==> config.mk <==
export PLATFORM = sky130hd
export DESIGN_NAME = rsh_round_unit
export DESIGN_NICKNAME = d
export VERILOG_FILES = /design/src/rtl/rsh_pkg.sv /design/src/rtl/rsh_word_pick.sv /design/src/rtl/rsh_round_core.sv /design/src/rtl/rsh_sext.sv /design/src/rtl/rsh_out_stage.sv /design/src/rtl/rsh_round_unit.sv
export SDC_FILE = /design/constraint.sdc
export NUM_CORES = 1
export LEC_CHECK = 0
export ABC_CLOCK_PERIOD_IN_PS = 8800
export BUFFER_PORTS_ARGS = -buffer_cell sky130_fd_sc_hd__buf_4
export CELL_PAD_IN_SITES_DETAIL_PLACEMENT = 0
export CELL_PAD_IN_SITES_GLOBAL_PLACEMENT = 1
export CORE_MARGIN = 2
export CORE_UTILIZATION = 47
export CTS_CLUSTER_SIZE = 12
export DETAILED_ROUTE_END_ITERATION = 7
export PLACE_DENSITY = 0.86
export SLEW_MARGIN = 20
export SYNTH_ARGS = -nofsm -noshare
export SYNTH_HDL_FRONTEND = slang
export SYNTH_HIERARCHICAL = 1
export SYNTH_SLANG_ARGS = --single-unit
==> constraint.sdc <==
create_clock -name clk -period 8.8 [get_ports clk]
set_input_delay 0.88 -clock clk [delete_from_list [all_inputs] [get_ports clk]]
set_output_delay 0.88 -clock clk [all_outputs]
set_load 0.01 [all_outputs]
==> src/rtl/rsh_pkg.sv <==
package rsh_pkg;
    localparam int XLEN = 64;
    localparam int WLEN = 32;
    localparam int SHW  = $clog2(WLEN);

    typedef enum logic {
        ST_EMPTY = 1'b0,
        ST_FULL  = 1'b1
    } out_state_e;
endpackage

==> src/rtl/rsh_word_pick.sv <==
module rsh_word_pick #(
    parameter int XW = 64,
    parameter int WW = 32
) (
    input  logic [XW-1:0] src,
    output logic [WW-1:0] word
);
    // Only the low word feeds the shifter; upper bits are dropped here.
    assign word = src[WW-1:0];
endmodule

==> src/rtl/rsh_round_core.sv <==
module rsh_round_core #(
    parameter int WW = 32,
    parameter int SW = $clog2(WW)
) (
    input  logic [WW-1:0] word,
    input  logic [SW-1:0] amt,
    output logic [WW-1:0] res
);
    logic signed [WW:0] ext;
    logic signed [WW:0] kept;
    logic        [WW:0] sum;
    logic        [SW-1:0] amt_m1;

    always_comb begin
        ext    = {word[WW-1], word};
        amt_m1 = amt - SW'(1);
        // Keep bits [WW-1:amt-1]; the lowest kept bit is the rounding bit.
        kept   = ext >>> amt_m1;
        sum    = kept + {{WW{1'b0}}, 1'b1};
        if (amt == '0) begin
            res = word;
        end else begin
            res = sum[WW:1];
        end
    end
endmodule

==> src/rtl/rsh_sext.sv <==
module rsh_sext #(
    parameter int WW = 32,
    parameter int XW = 64
) (
    input  logic [WW-1:0] narrow,
    output logic [XW-1:0] wide
);
    localparam int PAD = XW - WW;
    assign wide = {{PAD{narrow[WW-1]}}, narrow};
endmodule

==> src/rtl/rsh_out_stage.sv <==
module rsh_out_stage
    import rsh_pkg::*;
#(
    parameter int XW = 64
) (
    input  logic          clk,
    input  logic          rst,
    input  logic          load,
    input  logic [XW-1:0] din,
    output logic          valid,
    output logic [XW-1:0] dout
);
    out_state_e state, state_nx;

    always_comb begin
        state_nx = state;
        unique case (state)
            ST_EMPTY: state_nx = load ? ST_FULL : ST_EMPTY; // take / idle
            ST_FULL:  state_nx = load ? ST_FULL : ST_EMPTY; // refill / drain
            default:  state_nx = ST_EMPTY;
        endcase
    end

    always_ff @(posedge clk) begin
        if (rst) state <= ST_EMPTY;
        else     state <= state_nx;
    end

    always_ff @(posedge clk) begin
        if (rst)       dout <= '0;
        else if (load) dout <= din;
    end

    assign valid = (state == ST_FULL);

    assert_valid_after_load_R6: assert property (@(posedge clk) disable iff (rst)
        load |=> valid);
    assert_hold_when_idle_R6: assert property (@(posedge clk) disable iff (rst)
        !load |=> (!valid && $stable(dout)));
    assert_reset_clears_R7: assert property (@(posedge clk)
        rst |=> (!valid && dout == '0));
endmodule

==> src/rtl/rsh_round_unit.sv <==
module rsh_round_unit
    import rsh_pkg::*;
(
    input  logic            clk,
    input  logic            rst,
    input  logic            in_valid,
    input  logic [XLEN-1:0] src,
    input  logic [SHW-1:0]  shamt,
    output logic            out_valid,
    output logic [XLEN-1:0] out_result
);
    logic [WLEN-1:0] low_word;
    logic [WLEN-1:0] rounded;
    logic [XLEN-1:0] widened;

    rsh_word_pick #(.XW(XLEN), .WW(WLEN)) u_pick (
        .src  (src),
        .word (low_word)
    );

    rsh_round_core #(.WW(WLEN), .SW(SHW)) u_core (
        .word (low_word),
        .amt  (shamt),
        .res  (rounded)
    );

    rsh_sext #(.WW(WLEN), .XW(XLEN)) u_sext (
        .narrow (rounded),
        .wide   (widened)
    );

    rsh_out_stage #(.XW(XLEN)) u_out (
        .clk   (clk),
        .rst   (rst),
        .load  (in_valid),
        .din   (widened),
        .valid (out_valid),
        .dout  (out_result)
    );

    assert_no_overflow_R2: assert property (@(posedge clk) disable iff (rst)
        (!low_word[WLEN-1]) |-> !rounded[WLEN-1]);
    assert_negative_not_positive_R8: assert property (@(posedge clk) disable iff (rst)
        (low_word[WLEN-1] && shamt != '0) |-> (rounded[WLEN-1] || rounded == '0));
    assert_zero_shift_passthrough_R4: assert property (@(posedge clk) disable iff (rst)
        (shamt == '0) |-> (rounded == src[WLEN-1:0]));
    assert_upper_sign_copies_R5: assert property (@(posedge clk) disable iff (rst)
        (out_result[XLEN-1:WLEN] == {(XLEN-WLEN){out_result[WLEN-1]}}));
endmodule

==> summary.txt <==
Run status
  – Status: finished, final reports clean

Worst setup path
  – Worst path cell trace: buf_4 -> clkinv_1 -> buf_4 -> ha_1 -> buf_4 -> mux2_2 -> nor3_1 -> a2111oi_0 -> a2111oi_0 -> inv_1 -> nand4_1 -> nor4_1 -> a31oi_2 -> buf_4 -> mux2i_1 -> nor2_1
  – Crit path max-delay family: buffers and inverters
  – Critical path's slowest cell: ha_1
  – CP Capture Type: flop
  – WS Path Type: in -> reg
  – CP Launch Type: input port
  – Max incr delay on CP: 980 ps
  – Crit-path max FO: 42
  – CP Data Required Time: 9050 ps
  – Critical Path AT: 6680 ps
  – Crit-path most repeated cell: buf_4
  – CP Buf/Inv Count: 6

Timing
  – Worst-Margin Slew: 1080 ps
  – Final setup violation count: 0
  – Minimum clock period after layout: 6440 ps
  – Final slew viol count: 0
  – Worst slew margin: 0.260
  – Fmax: 155 MHz
  – RSZ-0062 raised after global routing: no
  – Final WS setup: 2360 ps
  – Final Hold Violating Endpoints: 0
  – Final cycle utilization of the critical path: 0.732
  – Setup Skew: 0 ps
  – Setup TNS: 0 ps

Global route
  – Total track usage: 0.242
  – GRT Residual Overflow: 0
  – Vias in the first global route: 5505
  – First-pass GRT wire length: 30.8 mm
  – Largest net degree at the start of global routing: 66
  – Initial antenna violation count: 0

Clocking
  – Post-CTS Setup Bufs: 0
  – CTS buffer count: 9
  – Clk_lat worst skew: 320 ps
  – Clock root buffer: clkbuf_16
  – Post-CTS sizing: 0
  – CTS tree: done
  – Clk buf depth: 2
  – Clock Sinks: 65
  – Worst-path clk slew: 50 ps
  – CTS Hold Bufs: 0
  – H-tree levels: 3

Placement
  – IO Port Bufs: 104
  – Place WS: 2190 ps
  – DP HPWL: 14.9 mm
  – GP Congestion: 0.992

Floorplan
  – Die W: 127 um
  – Floorplan row count: 44
  – DIE HEIGHT: 127 um
  – Placeable Area: 0.0146 mm^2
  – Initial Util: 0.484
  – I/O Pins: 137
  – Die ar.: 0.0160 mm^2

Detailed routing
  – DR pass1 iterations: 6
  – Vias post-DR: 5965
  – # DRC: 0
  – Routed WL: 20.0 mm
  – Avg WL per Cell: 20.5 um
  – Vias per cell: 6.12
  – Post-DRT Antenna Nets: 0
  – DRT iter0 DRCs: 577

Pwr
  – Sw Share: 0.357
  – Pleak: 3.05 nW
  – PD cells: 151 mW/mm^2
  – Switching Power: 0.389 mW
  – Peak VDD IR: 0.106 mV
  – Tot Pwr: 1.09 mW
  – Comb power frac: 0.417
  – Sequential Power Share: 0.305
  – Clock share of power: 0.278
  – Int Pwr: 0.700 mW

Synth
  – Post-Syn Instances: 811
  – Asr flop ratio synth: 0
  – Synth top area share: 0.184
  – Cell area after technology mapping: 0.00706 mm^2
  – Syn. warnings: 6
  – Synth area leader: dfxtp_1
  – Syn_nets: 885
  – Sequential area share after synthesis: 0.184
  – Primary FF master, synth: dfxtp_1
  – Netlist cell types: 88
  – Post-synth EDFFs: 0
  – Synth Area per Inst: 8.70 um^2
  – Synth Register Bits: 65
  – Synth area leaders: dfxtp_1, mux2i_1, buf_4

Worst hold path
  – Worst hold path class: reg -> reg

Finish
  – Antenna diodes: 0
  – Multi-input gate area: 0.00451 mm^2
  – Area added between synthesis and finish: 2.09%
  – Final #Nets: 859
  – Register area: 0.00130 mm^2
  – Fillers: 1408
  – Layout cell share with drive strength beyond 1: 0.266

Job
  – Max-cap viol count: 0
## per-stage QoR
stage	instance area (um^2)	hold slack, ps	util	cells
5_1_grt	7200	512	0.494	974
6_report	7200	490	0.494	974
3_5_place_dp	6950	480	0.476	958
4_1_cts	7200	495	0.494	974
3_3_place_gp	6950	474	0.476	958
2_1_floorplan	7060	531	-	811
## registers in the layout (all words and copies together) (netlist names)
signal	flops
u_out/valid	1
u_out/dout	64
## worst paths after layout
check / startpoint / endpoint / slack, ps / cells past startpoint
max: shamt[0] / u_out/dout[44]$_SDFFE_PP0P_ / 2360 / 16
max reg2reg: u_out/dout[17]$_SDFFE_PP0P_ / u_out/dout[17]$_SDFFE_PP0P_ / 8150 / 2
min: u_out/dout[48]$_SDFFE_PP0P_ / u_out/dout[48]$_SDFFE_PP0P_ / 490 / 2
min reg2reg: u_out/dout[48]$_SDFFE_PP0P_ / u_out/dout[48]$_SDFFE_PP0P_ / 490 / 2
## cell usage in the layout, fill, tap and decap left out, types with 5 or more instances in the layout
cell,netlist,routed
nor4_1,11,11
xor2_1,9,9
a31oi_1,8,7
o31ai_1,7,7
and3_1,5,5
clkbuf_16,0,9
dfxtp_1,65,65
mux2i_1,88,88
buf_4,103,115
a21oi_1,35,35
nor3_1,20,19
mux2_2,28,28
inv_1,9,9
nand2_1,57,57
mux4_2,14,14
mux4_1,13,13
nor2_1,112,111
o21ai_0,38,38
nand3_1,22,22
xnor2_1,12,12
## synth_stat cells, drive strengths merged, types with 2 or more instances
cell type,n
inv,9
a221oi,4
nor4,13
nor4bb,2
xor2,10
dfxtp,65
o21a,3
nor3b,3
or3,3
mux4,27
o22ai,4
and2b,3
and3,7
o21ai,43
a21oi,35
nand3,25
nor3,23
nand4,5
a21o,5
mux2,30
o211ai,5
o31a,3
buf,138
xnor2,13
o31ai,8
clkbuf,14
a222oi,3
a211oi,3
nor2,113
nand2b,3
a211o,2
ha,2
nand2,59
a2111oi,2
mux2i,88
a31oi,8
a21bo,2
or4,3
o311ai,4
## worst reg2reg max path, stage by stage (launching register included)
cell	delay, ps
dfxtp_1	320
mux2i_1	140
nor2_1	50
## power by group through the flow
stage | Sequential, mW | Combinational (mW) | Clock (mW)
2_1_floorplan | 0.347 | 0.371 | 0
3_3_place_gp | 0.336 | 0.441 | 0
3_5_place_dp | 0.338 | 0.446 | 0
4_1_cts | 0.332 | 0.447 | 0.313
5_1_grt | 0.334 | 0.486 | 0.327
6_report | 0.332 | 0.454 | 0.303
## final cells by class
| type | instances | share of cell area |
|---|---|---|
| clock buffers | 13 | 0.0333 |
| clock inverters | 3 | 0.00243 |
| inverters | 10 | 0.00521 |
| multi-input cells | 584 | 0.627 |
| flip-flops and latches | 65 | 0.181 |
| well taps | 184 | 0.0320 |
| repair buffers | 115 | 0.120 |
## routing by layer
layer / up-vias / wire length (um) / global-route usage
met5: - / 0 / 0
met4: 0 / 547 / 0.0853
met3: 38 / 1710 / 0.0363
met2: 320 / 8760 / 0.365
met1: 2807 / 8960 / 0.352
li1: 2800 / - / -
## cells by family after synthesis
family,Yosys count,synth area share
AND/OR/NAND/NOR,268,0.191
buffers and inverters,162,0.178
AO/OA/AOI/OAI,146,0.143
multiplexers,145,0.267
flip-flops,65,0.184
XOR/XNOR,23,0.0339
adder cells (fa/ha/maj),2,0.00355
Power figures use the tool's default switching activity.
